$ cat src/rtl/asid_bkpt_pkg.sv
package asid_bkpt_pkg;

   // register select width and map
   localparam int unsigned MAP_W        = 5;
   localparam int unsigned MAX_PC       = 8;
   localparam logic [MAP_W-1:0] SEL_PC_ADDR = 5'd0;
   localparam logic [MAP_W-1:0] SEL_PC_ASID = 5'd8;
   localparam logic [MAP_W-1:0] SEL_OP_ADDR = 5'd16;
   localparam logic [MAP_W-1:0] SEL_OP_DATA = 5'd17;
   localparam logic [MAP_W-1:0] SEL_OP_MASK = 5'd18;
   localparam logic [MAP_W-1:0] SEL_CTRL    = 5'd19;

   // control word layout
   localparam int unsigned CTL_PC_EN  = 0;
   localparam int unsigned CTL_PC_INC = 8;
   localparam int unsigned CTL_OP_EN  = 16;
   localparam int unsigned CTL_OP_INC = 17;
   localparam int unsigned CTL_OP_DQ  = 18;

   // mask register layout
   localparam int unsigned MSK_ASID_LSB = 8;

   typedef struct packed {
      logic en;
      logic asid_inc;
      logic data_qual;
   } op_ctl_t;

endpackage

$ cat src/rtl/bkpt_regs.sv
module bkpt_regs
   import asid_bkpt_pkg::*;
#(
   parameter int unsigned NUM_PC = 4,
   parameter int unsigned ADDR_W = 32,
   parameter int unsigned ASID_W = 8,
   parameter int unsigned DATA_W = 32,
   localparam int unsigned NB    = DATA_W / 8
) (
   input  logic                           clk,
   input  logic                           rst,
   input  logic                           wr_en,
   input  logic [MAP_W-1:0]               wr_addr,
   input  logic [DATA_W-1:0]              wr_data,
   output logic [NUM_PC-1:0][ADDR_W-1:0]  pc_addr_q,
   output logic [NUM_PC-1:0][ASID_W-1:0]  pc_asid_q,
   output logic [NUM_PC-1:0]              pc_en_q,
   output logic [NUM_PC-1:0]              pc_inc_q,
   output logic [ADDR_W-1:0]              op_addr_q,
   output logic [ASID_W-1:0]              op_asid_q,
   output logic [DATA_W-1:0]              op_data_q,
   output logic [NB-1:0]                  op_mask_q,
   output op_ctl_t                        op_ctl_q
);

   // per-breakpoint address and ASID storage
   for (genvar i = 0; i < NUM_PC; i++) begin : g_pc
      localparam logic [MAP_W-1:0] A_SEL = SEL_PC_ADDR + MAP_W'(i);
      localparam logic [MAP_W-1:0] S_SEL = SEL_PC_ASID + MAP_W'(i);

      always_ff @(posedge clk) begin
         if (rst) begin
            pc_addr_q[i] <= '0;
            pc_asid_q[i] <= '0;
         end else if (wr_en) begin
            if (wr_addr == A_SEL) pc_addr_q[i] <= wr_data[ADDR_W-1:0];
            if (wr_addr == S_SEL) pc_asid_q[i] <= wr_data[ASID_W-1:0];
         end
      end
   end

   // operand breakpoint and control word
   always_ff @(posedge clk) begin
      if (rst) begin
         op_addr_q <= '0;
         op_asid_q <= '0;
         op_data_q <= '0;
         op_mask_q <= '0;
         op_ctl_q  <= '0;
         pc_en_q   <= '0;
         pc_inc_q  <= '0;
      end else if (wr_en) begin
         case (wr_addr)
            SEL_OP_ADDR: op_addr_q <= wr_data[ADDR_W-1:0];
            SEL_OP_DATA: op_data_q <= wr_data;
            SEL_OP_MASK: begin
               op_mask_q <= wr_data[NB-1:0];
               op_asid_q <= wr_data[MSK_ASID_LSB +: ASID_W];
            end
            SEL_CTRL: begin
               pc_en_q            <= wr_data[CTL_PC_EN  +: NUM_PC];
               pc_inc_q           <= wr_data[CTL_PC_INC +: NUM_PC];
               op_ctl_q.en        <= wr_data[CTL_OP_EN];
               op_ctl_q.asid_inc  <= wr_data[CTL_OP_INC];
               op_ctl_q.data_qual <= wr_data[CTL_OP_DQ];
            end
            default: ;
         endcase
      end
   end

endmodule

$ cat src/rtl/bkpt_pc_cmp.sv
module bkpt_pc_cmp #(
   parameter int unsigned ADDR_W       = 32,
   parameter int unsigned ASID_W       = 8,
   parameter bit          ASID_SUPPORT = 1'b1
) (
   input  logic              en,
   input  logic              asid_inc,
   input  logic [ADDR_W-1:0] ref_addr,
   input  logic [ASID_W-1:0] ref_asid,
   input  logic              cur_valid,
   input  logic [ADDR_W-1:0] cur_addr,
   input  logic [ASID_W-1:0] cur_asid,
   output logic              hit
);

   logic addr_eq;
   logic asid_ok;

   assign addr_eq = (ref_addr == cur_addr);

   if (ASID_SUPPORT) begin : g_asid
      assign asid_ok = !asid_inc || (ref_asid == cur_asid);
   end else begin : g_noasid
      logic unused_asid;
      assign unused_asid = ^{asid_inc, ref_asid, cur_asid};
      assign asid_ok     = 1'b1;
   end

   assign hit = en && cur_valid && addr_eq && asid_ok;

endmodule

$ cat src/rtl/bkpt_op_cmp.sv
module bkpt_op_cmp
   import asid_bkpt_pkg::*;
#(
   parameter int unsigned ADDR_W       = 32,
   parameter int unsigned ASID_W       = 8,
   parameter int unsigned DATA_W       = 32,
   parameter bit          ASID_SUPPORT = 1'b1,
   localparam int unsigned NB          = DATA_W / 8
) (
   input  op_ctl_t           ctl,
   input  logic [ADDR_W-1:0] ref_addr,
   input  logic [ASID_W-1:0] ref_asid,
   input  logic [DATA_W-1:0] ref_data,
   input  logic [NB-1:0]     ref_mask,
   input  logic              cur_valid,
   input  logic [ADDR_W-1:0] cur_addr,
   input  logic [ASID_W-1:0] cur_asid,
   input  logic [DATA_W-1:0] cur_data,
   output logic              hit
);

   logic [NB-1:0] byte_ok;
   logic          data_ok;
   logic          asid_ok;
   logic          addr_eq;

   // each lane passes when unmasked or equal
   for (genvar b = 0; b < NB; b++) begin : g_lane
      assign byte_ok[b] = !ref_mask[b] || (ref_data[8*b +: 8] == cur_data[8*b +: 8]);
   end

   assign data_ok = !ctl.data_qual || (&byte_ok);
   assign addr_eq = (ref_addr == cur_addr);

   if (ASID_SUPPORT) begin : g_asid
      assign asid_ok = !ctl.asid_inc || (ref_asid == cur_asid);
   end else begin : g_noasid
      logic unused_asid;
      assign unused_asid = ^{ctl.asid_inc, ref_asid, cur_asid};
      assign asid_ok     = 1'b1;
   end

   assign hit = ctl.en && cur_valid && addr_eq && asid_ok && data_ok;

endmodule

$ cat src/rtl/bkpt_trig.sv
module bkpt_trig #(
   parameter int unsigned N_SRC = 5
) (
   input  logic             clk,
   input  logic             rst,
   input  logic [N_SRC-1:0] hits,
   output logic             trig
);

   always_ff @(posedge clk) begin
      if (rst) trig <= 1'b0;
      else     trig <= |hits;
   end

endmodule

$ cat src/rtl/asid_bkpt_unit.sv
module asid_bkpt_unit
   import asid_bkpt_pkg::*;
#(
   parameter int unsigned NUM_PC       = 4,
   parameter int unsigned ADDR_W       = 32,
   parameter int unsigned ASID_W       = 8,
   parameter int unsigned DATA_W       = 32,
   parameter bit          ASID_SUPPORT = 1'b1
) (
   input  logic               clk,
   input  logic               rst,
   input  logic               wr_en,
   input  logic [4:0]         wr_addr,
   input  logic [DATA_W-1:0]  wr_data,
   input  logic               ifetch_valid,
   input  logic [ADDR_W-1:0]  ifetch_addr,
   input  logic [ASID_W-1:0]  ifetch_asid,
   input  logic               op_valid,
   input  logic [ADDR_W-1:0]  op_addr,
   input  logic [DATA_W-1:0]  op_data,
   input  logic [ASID_W-1:0]  op_asid,
   output logic [NUM_PC-1:0]  pc_hit,
   output logic               op_hit,
   output logic               trig
);

   localparam int unsigned NB    = DATA_W / 8;
   localparam int unsigned N_SRC = NUM_PC + 1;

   // elaboration checks on the parameter set
   if (NUM_PC < 1 || NUM_PC > MAX_PC) begin : g_bad_num
      $error("NUM_PC must lie in 1..%0d", MAX_PC);
   end
   if (DATA_W % 8 != 0 || DATA_W < 24 || DATA_W > 64) begin : g_bad_data
      $error("DATA_W must be a byte multiple within 24..64");
   end
   if (ADDR_W > DATA_W) begin : g_bad_addr
      $error("ADDR_W may not exceed DATA_W");
   end
   if (ASID_W < 1 || ASID_W > 8) begin : g_bad_asid
      $error("ASID_W must lie in 1..8");
   end

   logic [NUM_PC-1:0][ADDR_W-1:0] pc_addr_q;
   logic [NUM_PC-1:0][ASID_W-1:0] pc_asid_q;
   logic [NUM_PC-1:0]             pc_en_q;
   logic [NUM_PC-1:0]             pc_inc_q;
   logic [ADDR_W-1:0]             op_addr_q;
   logic [ASID_W-1:0]             op_asid_q;
   logic [DATA_W-1:0]             op_data_q;
   logic [NB-1:0]                 op_mask_q;
   op_ctl_t                       op_ctl_q;

   bkpt_regs #(
      .NUM_PC (NUM_PC),
      .ADDR_W (ADDR_W),
      .ASID_W (ASID_W),
      .DATA_W (DATA_W)
   ) u_regs (
      .clk       (clk),
      .rst       (rst),
      .wr_en     (wr_en),
      .wr_addr   (wr_addr),
      .wr_data   (wr_data),
      .pc_addr_q (pc_addr_q),
      .pc_asid_q (pc_asid_q),
      .pc_en_q   (pc_en_q),
      .pc_inc_q  (pc_inc_q),
      .op_addr_q (op_addr_q),
      .op_asid_q (op_asid_q),
      .op_data_q (op_data_q),
      .op_mask_q (op_mask_q),
      .op_ctl_q  (op_ctl_q)
   );

   for (genvar i = 0; i < NUM_PC; i++) begin : g_pc
      bkpt_pc_cmp #(
         .ADDR_W       (ADDR_W),
         .ASID_W       (ASID_W),
         .ASID_SUPPORT (ASID_SUPPORT)
      ) u_cmp (
         .en        (pc_en_q[i]),
         .asid_inc  (pc_inc_q[i]),
         .ref_addr  (pc_addr_q[i]),
         .ref_asid  (pc_asid_q[i]),
         .cur_valid (ifetch_valid),
         .cur_addr  (ifetch_addr),
         .cur_asid  (ifetch_asid),
         .hit       (pc_hit[i])
      );
   end

   bkpt_op_cmp #(
      .ADDR_W       (ADDR_W),
      .ASID_W       (ASID_W),
      .DATA_W       (DATA_W),
      .ASID_SUPPORT (ASID_SUPPORT)
   ) u_op (
      .ctl       (op_ctl_q),
      .ref_addr  (op_addr_q),
      .ref_asid  (op_asid_q),
      .ref_data  (op_data_q),
      .ref_mask  (op_mask_q),
      .cur_valid (op_valid),
      .cur_addr  (op_addr),
      .cur_asid  (op_asid),
      .cur_data  (op_data),
      .hit       (op_hit)
   );

   bkpt_trig #(
      .N_SRC (N_SRC)
   ) u_trig (
      .clk  (clk),
      .rst  (rst),
      .hits ({op_hit, pc_hit}),
      .trig (trig)
   );

endmodule

$ cat config.mk
export PLATFORM = sky130hd
export DESIGN_NAME = asid_bkpt_unit
export DESIGN_NICKNAME = d
export VERILOG_FILES = /design/src/rtl/asid_bkpt_pkg.sv /design/src/rtl/bkpt_regs.sv /design/src/rtl/bkpt_pc_cmp.sv /design/src/rtl/bkpt_op_cmp.sv /design/src/rtl/bkpt_trig.sv /design/src/rtl/asid_bkpt_unit.sv
export SDC_FILE = /design/constraint.sdc
export NUM_CORES = 1
export LEC_CHECK = 0
export ABC_AREA = 0
export ABC_CLOCK_PERIOD_IN_PS = 4000
export BUFFER_PORTS_ARGS = -buffer_cell sky130_fd_sc_hd__clkbuf_2
export CORE_MARGIN = 3
export CORE_UTILIZATION = 62
export CTS_BUF_LIST = sky130_fd_sc_hd__clkbuf_16
export DETAILED_ROUTE_END_ITERATION = 6
export GPL_TIMING_DRIVEN = 0
export PLACE_DENSITY_LB_ADDON = 0.08
export SETUP_SLACK_MARGIN = 0.02
export SYNTH_ARGS = -nofsm -noshare
export SYNTH_HDL_FRONTEND = slang
export SYNTH_SLANG_ARGS = --single-unit
$ cat constraint.sdc
create_clock -name clk -period 4 [get_ports clk]
set_input_delay 0.2 -clock clk [delete_from_list [all_inputs] [get_ports clk]]
set_output_delay 0.2 -clock clk [all_outputs]
set_load 0.01 [all_outputs]
==> results by group, run 1 <==
Clock tree
  – TritonCTS clock tree: built
  – CTS max path bufs: 3
  – Clock latency at the later pin of the worst-skew pair: approximately 530 ps
  – Clk pin slew, worst setup/hold paths: approximately 60 ps
  – Root buf cell: clkbuf_16
  – Clk sink count: about 250
  – Post-CTS Setup Inserts: 0
  – Num CTS Buffers: 26
  – H-tree levels: 1

Timing
  – Final setup margin: approximately 1100 ps
  – Period Utilization, post-route: 72.1%
  – Post-route minimum period: roughly 2900 ps
  – Rel. slew slack: a little under a fifth
  – Slew @ Worst Pin: between 1000 and 1500 ps
  – Worst Skew: around 4.8 ps
  – Final hold viol count: 0
  – Setup TNS: 0 ps
  – # setup viols final: 0
  – FMAX: approximately 350 MHz
  – Final Slew Violations: 0
  – RSZ-0062 raised after global routing: false

Placement
  – Placer Congestion: between 0.9 and 1
  – Placement Cell Area: between 10000 and 15000 sq um
  – Dpl ws: ~1700 ps
  – Hpwl dp: 26500 um
  – # port buffers: 150

Floorplan
  – Die Y: 141 um
  – Die Area: just under 20000 sq um
  – Cell row count: 48
  – Ports: 160
  – Core ar.: approximately 18000 sq um
  – Starting Density: between 60% and 70%
  – Die W: 141 um

Detailed routing
  – DRC viols: 0
  – Drt pass-1 iters: 5
  – Vias per Instance: 5.84
  – Post-DRT Antenna Nets: 0
  – WL/cell: 19.9 um
  – Final wirelength: ~36000 um
  – DR vias: 10.7k
  – Iteration-0 DRC Markers: between 1k and 1.5k

Critical path
  – Worst Path Max Fanout: 2
  – Startpoint types: flip-flop
  – Critical path type: reg -> out
  – CP required: ~3800 ps
  – Worst Setup End Kind: output pin
  – Worst EP arrival: between 2000 and 3000 ps

Layout
  – Layout Nets: 1745
  – Layout cells sized above 1: around 14%
  – Final instance area: 13200 sq um
  – Filler cell count: 1379
  – # diodes: 0
  – Syn-to-layout area delta: 16.8%

Synth
  – Synth area leaders: dfxtp_1, nand2_1, xor2_1
  – Synthesized Nets: between 1.5k and 2k
  – Synthesized area: between 10000 and 15000 sq um
  – Yosys top cell by area: dfxtp_1
  – Post-synthesis register bit count: between 200 and 250
  – Synth top area share: 44.0%
  – Seq/Total Area, Yosys: 44.0%
  – Syn Area/Cell: about 8.0 sq um
  – Post-synthesis cell count: 1409
  – Cell variety after synth: 29
  – Yosys warns: 0

Flow run
  – Max Cap Viol: 0

Pwr
  – Pleak: between 0.005 and 0.006 uW
  – VDD IR max: 358 uV
  – Pwr/cell area: slightly above 400 nW/um^2

Global route
  – Tot GR Track Use: 35.3%
  – GRT overflow: 0
  – First-pass GRT wire length: 54600 um
  – Vias in the first global route: ~10k
  – Pin count of the biggest net entering global routing: 14
  – Initial antenna violation count: 0

Hold path
  – Hold Crit Class: in -> reg

Outcome
  – Outcome: complete, no violations
layer usage:
layer | global-route usage, % | share of wire (%)
met5 | 0 | 0
met4 | 10.0 | 2.8
met1 | 49.6 | 41
met3 | 4.92 | 10
met2 | 57.0 | 46
where the power goes:
| group | switching (uW) | total, uW | internal (uW) |
|---|---|---|---|
| combinational | 295 | 442 | 147 |
| clock | 987 | 2390 | 1400 |
| sequential | 12.7 | 2500 | 2490 |
| total | 1300 | 5330 | 4030 |
final timing paths:
check	startpoint	to	slack [ps]	cells past startpoint
min	wr_data[27]	u_regs.op_addr_q[27]$_SDFFE_PP0P_	20	3
max	u_regs.op_data_q[7]$_SDFFE_PP0P_	op_hit	1110	6
max reg2reg	u_regs.pc_addr_q[20]$_SDFFE_PP0P_	u_trig.trig$_SDFF_PP0_	1770	6
min reg2reg	u_regs.pc_asid_q[17]$_SDFFE_PP0P_	u_regs.pc_asid_q[17]$_SDFFE_PP0P_	470	2
cell usage after synthesis:
library cell,number
nand2_1,438
dfxtp_1,248
a21oi_1,220
xor2_1,183
clkbuf_1,62
xnor2_1,46
nor4_1,43
nor2_1,30
mux2i_1,27
nand4_1,23
buf_2,22
nand3_1,21
nor3_1,6
a2111oi_2,5
buf_4,5
nor2b_1,5
inv_1,4
o21ai_0,4
and2_1,3
nor3_2,3
and3_1,2
nand2b_1,2
a2111oi_0,1
a222oi_1,1
inv_2,1
o21ai_1,1
o21ba_1,1
or3_1,1
or4_1,1
cells by family after synthesis:
group / share of synthesized area [%]
muxes: 2.39
buffers and inverters: 3.53
DFF: 44.0
AOI/OAI and AO/OA: 10.9
xor gates and xnor gates: 17.8
and+or+nand+nor: 21.5
cells in the final DEF, fill, tap and decap left out, drive strengths merged:
master,Yosys,layout
clkinv,0,10
and3,2,2
nand2b,2,2
bufinv,0,3
xnor2,46,46
nor2,30,30
a21oi,220,220
nor3,9,9
or3,1,1
nor4,43,43
o21ba,1,1
or4,1,1
o21ai,5,5
mux2i,27,27
and2,3,3
a222oi,1,1
nor2b,5,5
dlygate4sd3,0,4
buf,27,27
inv,5,10
a2111oi,6,6
nand2,438,438
clkbuf,62,239
dfxtp,248,248
nand3,21,21
xor2,183,183
nand4,23,23
registers in the layout (all words and copies together), names as in the netlist:
register,cells
u_regs.pc_addr_q,128
u_regs.op_addr_q,32
u_regs.op_data_q,32
u_regs.pc_asid_q,32
u_regs.op_asid_q,8
u_regs.op_mask_q,4
u_regs.pc_en_q,4
u_regs.pc_inc_q,4
u_regs.op_ctl_q,3
u_trig.trig,1
timing repair:
action,in CTS,in global routing
hold buffers,4,0
gates resized for setup,0,0
setup endpoints to repair,0,0
hold endpoints to repair,8,0
layout make-up:
cell class | instances | area (sq um) | area share [%]
Clock inverter | 18 | 149 | 1.13
Multi-Input combinational cell | 1067 | 5930 | 45.0
Inverter | 5 | 18.8 | 0.142
Buffer | 89 | 380 | 2.88
Tap cell | 225 | 282 | 2.13
Timing Repair Buffer | 154 | 791 | 6.00
Clock buffer | 27 | 676 | 5.12
Sequential cell | 248 | 4960 | 37.6
worst max-delay path: stages, from the launching register on:
cell	delay, ps
dfxtp_1	360
xnor2_1	120
nand4_1	120
o21ai_0	450
nand4_1	160
a2111oi_0	700
clkbuf_2	250
per-stage QoR:
step                      hold slack, ps  total power (uW)  util, %  cells
after global placement               448              2970     70.3   1784
after CTS                           4.91              5310     75.2   1833
after global routing                23.1              5450     75.2   1833
after floorplan                      336              2740        -   1409
final                               17.0              5330     75.2   1833
after detailed placement             455              2980     70.3   1784
No activity file was read; power rests on OpenSTA's default activity.
==> inputs of run 2 (changes only) <==
--- a/config.mk
+++ b/config.mk
@@ -6,10 +6,10 @@
 export NUM_CORES = 1
 export LEC_CHECK = 0
 export ABC_AREA = 0
-export ABC_CLOCK_PERIOD_IN_PS = 4000
+export ABC_CLOCK_PERIOD_IN_PS = 2900
 export BUFFER_PORTS_ARGS = -buffer_cell sky130_fd_sc_hd__clkbuf_2
 export CORE_MARGIN = 3
-export CORE_UTILIZATION = 62
+export CORE_UTILIZATION = 58
 export CTS_BUF_LIST = sky130_fd_sc_hd__clkbuf_16
 export DETAILED_ROUTE_END_ITERATION = 6
 export GPL_TIMING_DRIVEN = 0
==> constraint.sdc (replaced) <==
create_clock -name clk -period 2.9 [get_ports clk]
set_input_delay 0.145 -clock clk [delete_from_list [all_inputs] [get_ports clk]]
set_output_delay 0.145 -clock clk [all_outputs]
set_load 0.01 [all_outputs]
==> run 2 against run 1 <==
Compared with the run above:
- clock power grew 39%
- largest cell class unchanged
- clock-buffer cell count unchanged
- design area is 2.1% higher
- sequential power increased by 38%
- critical path depth unchanged
- non-clock buffer count rose by 18
==> results by group, run 2 (synthesis gave the netlist of run 1 again) <==
Pwr
  – Flop pwr share: 46.5% (was 46.9%)
  – Total Power: 7410 uW (was 5330 uW)
  – VDD IR max: 476 uV (was 358 uV)
  – Pleak: 0.00533 uW (was 0.00525 uW)
  – Clock network fraction of total power: 44.9% (was 44.8%)
  – Power share of the combinational group: 8.6% (was 8.3%)
  – Psw: 1820 uW (was 1300 uW)
  – Pwr/cell area: 551 nW/um^2 (was 404 nW/um^2)
  – Int Pwr: 5590 uW (was 4030 uW)
  – Sw Share: 24.6% (was 24.3%)

Detailed routing
  – Vias per Instance: 5.61 (was 5.84)
  – Iteration-0 DRC Markers: 899 (was 1134)
  – DRC viols: 0 (unchanged)
  – Final wirelength: 37100 um (was 36400 um)
  – DR vias: 10.6k (was 10.7k)
  – Post-DRT Antenna Nets: 0 (unchanged)
  – Drt pass-1 iters: 6 (was 5)
  – WL/cell: 19.6 um (was 19.9 um)

Hold path
  – Hold_sp: wr_data[23] (was wr_data[27])
  – Hold Path Depth: 3 (unchanged)
  – Hold Crit Class: in -> reg (unchanged)
  – Hold endpoint: u_regs.pc_addr_q[55]$_SDFFE_PP0P_ (was u_regs.op_addr_q[27]$_SDFFE_PP0P_)

Timing
  – Final hold viol count: 0 (unchanged)
  – RSZ-0062 raised after global routing: false (unchanged)
  – Slew @ Worst Pin: 1280 ps (was 1210 ps)
  – # setup viols final: 0 (unchanged)
  – Worst Skew: 12.4 ps (was 4.81 ps)
  – Final setup margin: 155 ps (was 1110 ps)
  – Setup TNS: 0 ps (unchanged)
  – Final Slew Violations: 0 (unchanged)
  – Period Utilization, post-route: roughly 95%
  – Rel. slew slack: 13.6% (was 18.5%)
  – Post-route minimum period: 2740 ps
  – FMAX: roughly 360 MHz

Clock tree
  – TritonCTS clock tree: built (unchanged)
  – Post-CTS Setup Inserts: 0 (unchanged)
  – H-tree levels: 1 (unchanged)
  – CTS max path bufs: 3 (unchanged)
  – Clk pin slew, worst setup/hold paths: 60 ps (about the same)
  – Clock latency at the later pin of the worst-skew pair: 530 ps (about the same)
  – Num CTS Buffers: 26 (unchanged)
  – Clk sink count: 248 (unchanged)
  – Root buf cell: clkbuf_16 (unchanged)

Global route
  – Tot GR Track Use: 33.6% (was 35.3%)
  – Initial antenna violation count: 0 (unchanged)
  – Vias in the first global route: 10.1k (was 9762)
  – First-pass GRT wire length: 56200 um (was 54600 um)
  – Pin count of the biggest net entering global routing: 14 (unchanged)
  – GRT overflow: 0 (unchanged)

Critical path
  – Worst Setup End Kind: output pin (unchanged)
  – Reg-to-reg critical path startpoint: u_regs.pc_addr_q[64]$_SDFFE_PP0P_ (was u_regs.pc_addr_q[20]$_SDFFE_PP0P_)
  – Worst EP arrival: 2600 ps (was 2690 ps)
  – Worst Path Max Fanout: 2 (unchanged)
  – Critical path's largest stage delay: 490 ps (was 700 ps)
  – Crit-path cells: xor2_1 -> nor4_2 -> nand3_1 -> a2111oi_2 -> buf_4 -> clkbuf_2 (was xnor2_1 -> nand4_1 -> o21ai_0 -> nand4_1 -> a2111oi_0 -> clkbuf_2)
  – CP delay by family, top: simple AND/OR/NAND/NOR gates (was compound AO/OA/AOI/OAI gates)
  – Reg-to-reg endpoint: u_trig.trig$_SDFF_PP0_ (unchanged)
  – Flop-to-flop setup slack: 650 ps (was 1770 ps)
  – Startpoint types: flip-flop (unchanged)
  – R2R cell count: 6 (unchanged)
  – Critical path type: reg -> out (unchanged)
  – WP buf/inv: 2 (was 1)
  – CP required: 2760 ps (was 3800 ps)
  – Slowest cell on crit path: a2111oi_2 (was a2111oi_0)

Placement
  – Hpwl dp: 26800 um (was 26500 um)
  – Placer Congestion: 0.957 (was 0.971)
  – Dpl ws: 348 ps (was 1710 ps)
  – # port buffers: 150 (unchanged)

Layout
  – Layout Nets: 1763 (was 1745)
  – Most frequent cells in the layout: nand2_1, dfxtp_1, a21oi_1, xor2_1, clkbuf_2 (unchanged)
  – Max reg flops: 128 (unchanged)
  – Final Util: 71.3% (was 75.2%)
  – Most common cell after layout, fill and taps aside: nand2_1 (unchanged)
  – Layout cells sized above 1: 13.9% (was 13.6%)
  – # diodes: 0 (unchanged)
  – Most flop-heavy register: u_regs.pc_addr_q (unchanged)
  – Syn-to-layout area delta: 19.2% (was 16.8%)

Floorplan
  – Core ar.: 18900 sq um (was 17500 sq um)
  – Starting Density: 59.8% (was 64.4%)
  – Ports: 160 (unchanged)
  – Cell row count: 50 (was 48)
  – Die Area: 21200 sq um (was 19900 sq um)
  – Die W: 146 um (was 141 um)
  – Die Y: 146 um (was 141 um)

Outcome
  – Outcome: complete, no violations (unchanged)

Flow run
  – Max Cap Viol: 0 (unchanged)
run 2: cell count changes in the layout (fill, tap and decap cells not counted), sizes merged:
cell         delta
dlygate4sd3    +18
clkinv          +2
clkinvlp        +1
run 2: through the flow:
stage,cell area (sq um),instances,hold slack [ps]
3_3_place_gp,12400,1819,413
5_1_grt,13500,1889,10.6
3_5_place_dp,12400,1819,416
6_report,13500,1889,9.04
2_1_floorplan,11300,1409,281
4_1_cts,13400,1889,5.02
run 2: how the worst max path moves through the flow:
stage	startpoint	end	slack (ps)	cells after the start
floorplan	u_regs.op_addr_q[9]$_SDFFE_PP0P_	u_trig.trig$_SDFF_PP0_	1010	5
global placement	u_regs.op_data_q[2]$_SDFFE_PP0P_	op_hit	270	6
detailed placement	u_regs.op_data_q[2]$_SDFFE_PP0P_	op_hit	350	6
CTS	u_regs.pc_addr_q[62]$_SDFFE_PP0P_	pc_hit[1]	30	6
global route	u_regs.op_data_q[29]$_SDFFE_PP0P_	op_hit	90	6
finish	u_regs.pc_addr_q[64]$_SDFFE_PP0P_	pc_hit[2]	160	6
run 2: power groups by stage:
stage | Clock (uW) | Sequential [uW] | Combinational [uW]
2_1_floorplan | 0 | 3520 | 262
3_3_place_gp | 0 | 3520 | 583
3_5_place_dp | 0 | 3520 | 588
4_1_cts | 3310 | 3450 | 616
5_1_grt | 3460 | 3450 | 673
6_report | 3330 | 3450 | 635
run 2: per-layer routing:
layer	part of all wire (%)	global-route usage, %	wire, um	vias up
met3	11	7.38	3960	71
met1	41	45.8	15200	4948
li1	-	-	-	5037
met5	0	0	0	-
met4	2.9	11.1	1090	0
met2	45	53.5	16800	550
run 2: what timing repair did:
item,in CTS,in global routing
gates resized for setup,2,5
endpoints found under the hold margin,93,0
hold buffers,22,0
endpoints found under the setup margin,1,4
run 2: cell type report:
class | instances | area (sq um)
Clock inverter | 21 | 168
Buffer | 89 | 380
Multi-Input combinational cell | 1067 | 5960
Timing Repair Buffer | 172 | 971
Fill cell | 1599 | 5430
Inverter | 5 | 18.8
Sequential cell | 248 | 4960
Clock buffer | 27 | 676
Tap cell | 260 | 325
run 2: worst min-delay path, stage by stage:
cell      delay (ps)
clkbuf_2         190
nand2_1          100
a21oi_1           50
